==> config.mk <==
export PLATFORM = sky130hd
export DESIGN_NAME = nco_phase_core
export DESIGN_NICKNAME = d
export VERILOG_FILES = /design/src/rtl/nco_pkg.sv /design/src/rtl/nco_tw_regs.sv /design/src/rtl/nco_phase_acc.sv /design/src/rtl/nco_phase_tap.sv /design/src/rtl/nco_phase_core.sv
export SDC_FILE = /design/constraint.sdc
export NUM_CORES = 1
export LEC_CHECK = 0
export ABC_CLOCK_PERIOD_IN_PS = 3500
export BUFFER_PORTS_ARGS = -buffer_cell sky130_fd_sc_hd__buf_2
export CORE_MARGIN = 10
export CORE_UTILIZATION = 45
export CTS_CLUSTER_DIAMETER = 200
export CTS_CLUSTER_SIZE = 30
export DETAILED_ROUTE_END_ITERATION = 12
export HOLD_SLACK_MARGIN = 0.05
export MAX_ROUTING_LAYER = met4
export PLACE_DENSITY_LB_ADDON = 0.25
export SYNTH_ARGS = -nofsm -noshare
export SYNTH_HDL_FRONTEND = slang
export SYNTH_SLANG_ARGS = --single-unit
==> constraint.sdc <==
create_clock -name clk -period 3.5 [get_ports clk]
set_input_delay 0.175 -clock clk [delete_from_list [all_inputs] [get_ports clk]]
set_output_delay 0.175 -clock clk [all_outputs]
set_load 0.1 [all_outputs]
==> src/rtl/nco_pkg.sv <==
package nco_pkg;

  localparam int unsigned DEF_ACC_W   = 48;
  localparam int unsigned DEF_OUT_W   = 14;
  localparam int unsigned DEF_BYTE_W  = 8;
  localparam int unsigned DEF_ADDR_W  = 12;
  localparam int unsigned DEF_STRAP_W = 4;
  localparam int unsigned DEF_TW_BASE = 32'h1A6;

  // Post-reset step value for a strap setting: s * (2^32 + 1).
  function automatic logic [63:0] strap_default(input logic [15:0] s);
    logic [63:0] wide;
    wide = {48'b0, s};
    return (wide << 32) | wide;
  endfunction

  // Byte address decode against the tuning word window.
  function automatic logic in_window(input int unsigned addr,
                                     input int unsigned base,
                                     input int unsigned nbytes);
    return (addr >= base) && (addr < base + nbytes);
  endfunction

endpackage

==> src/rtl/nco_tw_regs.sv <==
module nco_tw_regs #(
  parameter int unsigned ACC_W   = nco_pkg::DEF_ACC_W,
  parameter int unsigned BYTE_W  = nco_pkg::DEF_BYTE_W,
  parameter int unsigned ADDR_W  = nco_pkg::DEF_ADDR_W,
  parameter int unsigned STRAP_W = nco_pkg::DEF_STRAP_W,
  parameter int unsigned TW_BASE = nco_pkg::DEF_TW_BASE
) (
  input  logic               clk,
  input  logic               hard_rst,
  input  logic [STRAP_W-1:0] strap,
  input  logic               wr_en,
  input  logic [ADDR_W-1:0]  wr_addr,
  input  logic [BYTE_W-1:0]  wr_data,
  input  logic               upd,
  output logic [ACC_W-1:0]   ftw_shadow,
  output logic [ACC_W-1:0]   ftw_active,
  output logic               addr_hit
);
  localparam int unsigned NBYTES = ACC_W / BYTE_W;

  logic [ACC_W-1:0]  shadow_q;
  logic [ACC_W-1:0]  shadow_d;
  logic [ACC_W-1:0]  active_q;
  logic [ACC_W-1:0]  strap_ftw;
  logic [NBYTES-1:0] byte_hit;

  assign strap_ftw = ACC_W'(nco_pkg::strap_default(16'(strap)));

  for (genvar k = 0; k < NBYTES; k++) begin : g_byte
    assign byte_hit[k] = wr_en && (wr_addr == ADDR_W'(TW_BASE + k));
    assign shadow_d[k*BYTE_W +: BYTE_W] =
      byte_hit[k] ? wr_data : shadow_q[k*BYTE_W +: BYTE_W];
  end

  always_ff @(posedge clk) begin
    if (hard_rst) begin
      shadow_q <= strap_ftw;
      active_q <= strap_ftw;
    end else begin
      shadow_q <= shadow_d;
      if (upd) active_q <= shadow_d;
    end
  end

  assign ftw_shadow = shadow_q;
  assign ftw_active = active_q;
  assign addr_hit   = |byte_hit;
endmodule

==> src/rtl/nco_phase_acc.sv <==
module nco_phase_acc #(
  parameter int unsigned ACC_W = nco_pkg::DEF_ACC_W
) (
  input  logic             clk,
  input  logic             hard_rst,
  input  logic [ACC_W-1:0] step,
  output logic [ACC_W-1:0] phase
);
  logic [ACC_W-1:0] phase_q;

  always_ff @(posedge clk) begin
    if (hard_rst) phase_q <= '0;
    else          phase_q <= phase_q + step;
  end

  assign phase = phase_q;
endmodule

==> src/rtl/nco_phase_tap.sv <==
module nco_phase_tap #(
  parameter int unsigned OUT_W = nco_pkg::DEF_OUT_W
) (
  input  logic             clk,
  input  logic             hard_rst,
  input  logic [OUT_W-1:0] phase_hi,
  output logic [OUT_W-1:0] tap
);
  logic [OUT_W-1:0] tap_q;

  always_ff @(posedge clk) begin
    if (hard_rst) tap_q <= '0;
    else          tap_q <= phase_hi;
  end

  assign tap = tap_q;
endmodule

==> src/rtl/nco_phase_core.sv <==
module nco_phase_core #(
  parameter int unsigned ACC_W   = nco_pkg::DEF_ACC_W,
  parameter int unsigned OUT_W   = nco_pkg::DEF_OUT_W,
  parameter int unsigned BYTE_W  = nco_pkg::DEF_BYTE_W,
  parameter int unsigned ADDR_W  = nco_pkg::DEF_ADDR_W,
  parameter int unsigned STRAP_W = nco_pkg::DEF_STRAP_W,
  parameter int unsigned TW_BASE = nco_pkg::DEF_TW_BASE
) (
  input  logic               clk,
  input  logic               hard_rst,
  input  logic [STRAP_W-1:0] strap,
  input  logic               wr_en,
  input  logic [ADDR_W-1:0]  wr_addr,
  input  logic [BYTE_W-1:0]  wr_data,
  input  logic               upd,
  output logic [OUT_W-1:0]   lut_phase,
  output logic [ACC_W-1:0]   full_phase
);
  // Named internal events, visible to the bound checker.
  logic [ACC_W-1:0] ftw_shadow;
  logic [ACC_W-1:0] ftw_active;
  logic             tw_addr_hit;

  nco_tw_regs #(
    .ACC_W(ACC_W), .BYTE_W(BYTE_W), .ADDR_W(ADDR_W),
    .STRAP_W(STRAP_W), .TW_BASE(TW_BASE)
  ) u_regs (
    .clk(clk), .hard_rst(hard_rst), .strap(strap),
    .wr_en(wr_en), .wr_addr(wr_addr), .wr_data(wr_data), .upd(upd),
    .ftw_shadow(ftw_shadow), .ftw_active(ftw_active), .addr_hit(tw_addr_hit)
  );

  nco_phase_acc #(.ACC_W(ACC_W)) u_acc (
    .clk(clk), .hard_rst(hard_rst), .step(ftw_active), .phase(full_phase)
  );

  nco_phase_tap #(.OUT_W(OUT_W)) u_tap (
    .clk(clk), .hard_rst(hard_rst),
    .phase_hi(full_phase[ACC_W-1 -: OUT_W]), .tap(lut_phase)
  );
endmodule

* After elaboration in Yosys (flattened, before gate mapping)
Cells that the tools add are included.
** Operators by class
- Muxes and demuxes :: 9
- Reduce and logical (&&, ||, !) cells :: 7
- Equal/unequal tests :: 6
- Add/sub/neg operators :: 1
- Bitwise operators :: 1
** Operators by type and width (count)
- $mux 48 :: 3
- $eq 12x9->1 const B :: 6
- $add 48x48->48 :: 1
- $mux 8 :: 6
- $or 36x4->36 :: 1
- $logic_and 1x1->1 :: 6
- $reduce_bool 2->1 :: 1
** Word-level totals
- Word-level logic and storage cells :: 28
- Bits of input ports :: 28
- Flip-flop bits (word level) :: 158

* Longest topological paths before layout
- Word-level depth :: 5
- Mapped depth :: 10
- Mapped depth without buffers :: 10

* By module
From an unflattened synthesis, not the netlist that was laid out.
** Unflattened totals
- Cell total of the unflattened synthesis :: 767
- Area, all modules :: 7922.6 µm²
** Modules (own cells, without submodules)
- nco_phase_acc :: times used 1, cells an instance 506, seq. area each 960.9 µm², area each 3980.1 µm²
- nco_tw_regs :: times used 1, cells an instance 232, seq. area each 2402.3 µm², area each 3534.6 µm²
- nco_phase_tap :: times used 1, cells an instance 29, seq. area each 280.3 µm², area each 407.9 µm²

* Worst setup path before layout
OpenSTA, ideal clock, no wires.
- Path kind :: flip-flop to flip-flop
- Start :: register u_acc.phase_q[0], in the netlist u_acc.phase[0]
- End :: register u_acc.phase_q[40], in the netlist u_acc.phase[40]
- Slack :: 0.331 ns
- Path buffers :: 0
- Required time :: 3.377 ns
- Arrival time :: 3.046 ns
- Stages on the path, launching flop included :: 11
- Setup time :: 0.123 ns
- Period minus slack after synthesis :: 3.169 ns
- Cells stage by stage :: dfxtp_1 ha_1 fa_1 a21o_1 a221oi_1 o21ai_1 nor4b_4 o211ai_2 nand2_1 o41ai_2 mux2_1
** On the way
- Word-level cells in the longest chain between the ends :: 1
** Ends and longest elaborated chain
- start: declaration :: RTL line nco_phase_acc.sv:9 : logic [ACC_W-1:0] phase_q;
- start signal: assignment :: RTL line nco_phase_acc.sv:13 : else phase_q <= phase_q + step;
- $add 48x48->48 :: RTL line nco_phase_acc.sv:13
No other way between the ends.
A chain may end at the register's enable or synchronous reset.

* Final worst setup path
- Start :: register u_regs.active_q[0], in the netlist u_regs.ftw_active[0]
- End :: register u_acc.phase_q[40], in the netlist u_acc.phase[40]
** On the way
- Word-level cells in the longest chain between the ends :: 1
** Ends and longest elaborated chain
- start: declaration :: RTL line nco_tw_regs.sv:23 : logic [ACC_W-1:0] active_q;
- start signal: assignment :: RTL line nco_tw_regs.sv:38 : active_q <= strap_ftw;
- start signal: assignment :: RTL line nco_tw_regs.sv:41 : if (upd) active_q <= shadow_d;
- $add 48x48->48 :: RTL line nco_phase_acc.sv:13
No other way between the ends.

==> impl_results.md <==
* Nets@finish at 940
* Required time of the critical path at 3810 ps
* H-tree Lvls at 4
* CTS tree: yes
* Residual DRC count at 0
* Port buffer count at 89
* Height of the die at 151 um
* Slew Limit Fails at 0
* Pre-Repair DR Iteration Count at 5
* Xor and xnor area share after synthesis at 0.0410
* Largest net degree at the start of global routing at 49
* Post-DR wirelength/cell at 17.8 um
* Post-Syn Nets at 854
* Post-synth ARST share at 0
* Antenna cell count at 0
* Die span in x at 151 um
* Worst R2R Setup Slack at 520 ps
* Final setup fails at 0
* Clk pwr share at 0.290
* Path type of the worst setup path: flop to flop
* Clock Latency Late Sink at 430 ps
* Tightest Hold Check Type: input pin to flop
* Worst slew pin tran at 705 ps
* Logic pwr share at 0.361
* Fmax at 335 MHz
* Critical path startpoint category: flop
* R2r worst-path depth at 10
* Starting Density at 0.462
* Final Cell Area at 0.00893 mm^2
* Layout cells sized above 1 at 0.165
* Sw Ratio at 0.410
* Synth Area in Compound Gates at 0.154
* # rows at 47
* Multiplexer share of the synthesized area at 0.0713
* Detail Route Antenna Nets at 0
* Sink Count at 158
* Post-synthesis adder-cell area fraction at 0.0791
* Hold depth at 3
* Post-CTS setup repair buffer count at 0
* Leakage at 3.90 nW
* Vias in the first global route at 5883
* Post-synth cell types at 62
* Via/cell ratio at 5.37
* Area grow syn2layout at 16.2%
* CORE AREA at 0.0166 mm^2
* CTS clk-pin slew, worst paths at 60 ps
* Via count at 5894
* Gpl congestion at 0.943
* Post-synthesis cell count at 778
* Placed Area at 0.00832 mm^2
* Worst-case clock buffer depth at 2
* Post-CTS Hold Fix Bufs at 3
* Simple-gate area share of the yosys netlist at 0.155
* Worst R2R End: u_acc.phase[40]
* Worst Path Max Fanout at 4
* Ys Warns at 0
* CP endpoint kind: flop
* Post-cts sizing count at 0
* Initial antenna violation count at 0
* Cts bufs inserted at 17
* PD cells at 697 mW/mm^2
* VDD IR max at 0.000371 V
* Hold Path End: u_regs.ftw_shadow[0]
* EDFF count, synth at 48
* First-pass GRT wire length at 31.7 mm
* Grt total ovfl at 0
* Min-delay src: strap[0]
* Root Buffer: clkbuf_16
* P_sw at 2.56 mW
* CP arrival at 3300 ps
* #FFs+latches synth at 158
* Register area share after synthesis at 0.474
* Max-slew headroom at 0.525
* Seq pwr share at 0.349
* Syn avg cell area at 9.88 um^2
* Largest family of logic cells by synthesized area: simple AND/OR/NAND/NOR gates
* GRT Total Usage at 0.183
* Syn Std Cell Area at 0.00768 mm^2
* Internal power at 3.67 mW
* Final Cycle Share at 0.853
* Min cycle time layout at 2980 ps
* # IOs at 90
* Detailed Route WL at 19.5 mm
* RSZ-0062 raised after global routing: no
* Status: complete, no violations
* Top_reg_cell synth: dfxtp_1
* Worst Skew at 10.3 ps
* Max Cap Viol at 0
* Final hold violations at 0
* R2R Path Start: u_regs.ftw_active[0]
* Die ar. at 0.0227 mm^2
* Hpwl dp at 14.7 mm
* Iteration-0 DRC count of the detailed router at 434
* Setup Total Neg Slack at 0 ps
placed cells by master (no fill, tap or decap), drive strengths merged, types with 2 or more instances in the layout:
cell         Yosys  routed
dlygate4sd3      0       3
or2              2       2
nand3           10      10
nand2           43      43
and3             2       2
buf              7      94
xor2            18      18
mux2i           48      48
mux2             6       6
clkinv           0       5
o21a             9       9
nand2b           3       3
xnor2           18      18
bufinv           0       2
nor2           123     123
nor4b            4       4
nand4           16      16
o31ai            2       2
a31oi            9       9
or3              4       4
a21oi           71      71
o211ai           5       5
clkinvlp         0       3
a21boi           2       2
nor2b           21      21
o21bai          11      11
dfxtp          110     110
ha              47      47
clkbuf          23      22
o21ai           31      31
o211a            2       2
edfxtp          48      48
nand3b           4       4
a221o            4       4
inv             20      20
o2111ai          2       2
nor3             9       9
a21o            28      28
critical path: stages (launching register included):
cell      delay, ps
edfxtp_1        360
ha_1            210
fa_1            400
a21o_1          210
a221oi_1        280
o21ai_1         210
nor4b_4         180
o211ai_2        200
nand2_1         120
o41ai_2         340
mux2_1          350
metal layers:
metal  up-vias  track usage  part of all wire
li1       2954            -                 -
met1      2759        0.238              0.47
met2       154        0.279              0.46
met3        27       0.0375             0.052
met4         0       0.0640             0.019
met5         -            -                 0
synthesized netlist by cell type (2+ instances only):
master | n | share of area
o2111ai_1 | 2 | 0.0023
or3_1 | 4 | 0.0033
edfxtp_1 | 48 | 0.19
nor2_1 | 119 | 0.058
o21ai_1 | 4 | 0.0026
clkbuf_1 | 23 | 0.011
mux2_1 | 2 | 0.0029
buf_2 | 7 | 0.0046
o21bai_1 | 11 | 0.011
xor2_1 | 18 | 0.021
nand4_1 | 16 | 0.013
mux2i_1 | 48 | 0.063
a21oi_1 | 68 | 0.044
dfxtp_1 | 110 | 0.29
o21ai_0 | 26 | 0.017
nor2b_1 | 21 | 0.017
nand3b_1 | 4 | 0.0039
a21oi_2 | 2 | 0.0023
a221o_1 | 4 | 0.0052
a31oi_1 | 9 | 0.0073
xnor2_1 | 18 | 0.021
nand2_1 | 43 | 0.021
o211ai_1 | 4 | 0.0039
o21a_1 | 9 | 0.0088
nand2b_1 | 3 | 0.0024
inv_1 | 20 | 0.0098
mux2_2 | 4 | 0.0059
nand3_1 | 9 | 0.0059
nor3_1 | 8 | 0.0052
o211a_1 | 2 | 0.0026
or2_2 | 2 | 0.0016
and3_1 | 2 | 0.0016
ha_1 | 47 | 0.077
nor2_2 | 4 | 0.0033
o31ai_1 | 2 | 0.0020
nor4b_4 | 2 | 0.0062
a21o_1 | 28 | 0.027
final cells by class:
type	instances	area (um^2)
Clock inverter	10	115
Inverter	20	75.1
Fill cell	1521	7710
Timing Repair Buffer	97	515
Sequential cell	158	3640
Tap cell	220	275
Multi-Input combinational cell	570	3840
Clock buffer	22	464
through the flow:
step	instances	power, mW	hold slack, ps	utilization	setup slack, ps
2_1_floorplan	778	4.04	352	-	331
4_1_cts	1097	6.27	74.9	0.537	498
5_1_grt	1097	6.51	127	0.537	338
3_3_place_gp	1062	4.46	479	0.500	615
3_5_place_dp	1062	4.46	481	0.500	571
6_report	1097	6.23	82.1	0.537	516
state kept, by name, summed over array words and instances (netlist names):
register           flops
u_acc.phase           48
u_regs.ftw_active     48
u_regs.ftw_shadow     48
u_tap.tap             14
cells by family (layout without fill, tap and decap cells):
group	Yosys count	after routing
buf+inv	50	149
mux	54	54
xor+xnor	36	36
compound gates	185	185
flops	158	158
simple gates	247	247
fa+ha+maj	48	48
worst max path at each step:
stage	end	slack (ps)	depth (start not counted)	from
3_3_place_gp	u_acc.phase[40]	610	10	u_regs.ftw_active[0]
3_5_place_dp	u_acc.phase[40]	570	10	u_regs.ftw_active[0]
4_1_cts	u_acc.phase[40]	500	10	u_regs.ftw_active[0]
6_report	u_acc.phase[40]	520	10	u_regs.ftw_active[0]
5_1_grt	u_acc.phase[40]	340	10	u_regs.ftw_active[0]
2_1_floorplan	u_acc.phase[40]	330	10	u_acc.phase[0]
power groups by stage:
stage	Clock, mW	Combinational, mW	Sequential (mW)
final	1.81	2.25	2.18
after global placement	0	2.24	2.21
after detailed placement	0	2.24	2.22
after CTS	1.84	2.25	2.18
after global routing	1.92	2.40	2.20
after floorplan	0	0.843	3.20
Power figures use the tool's default switching activity.
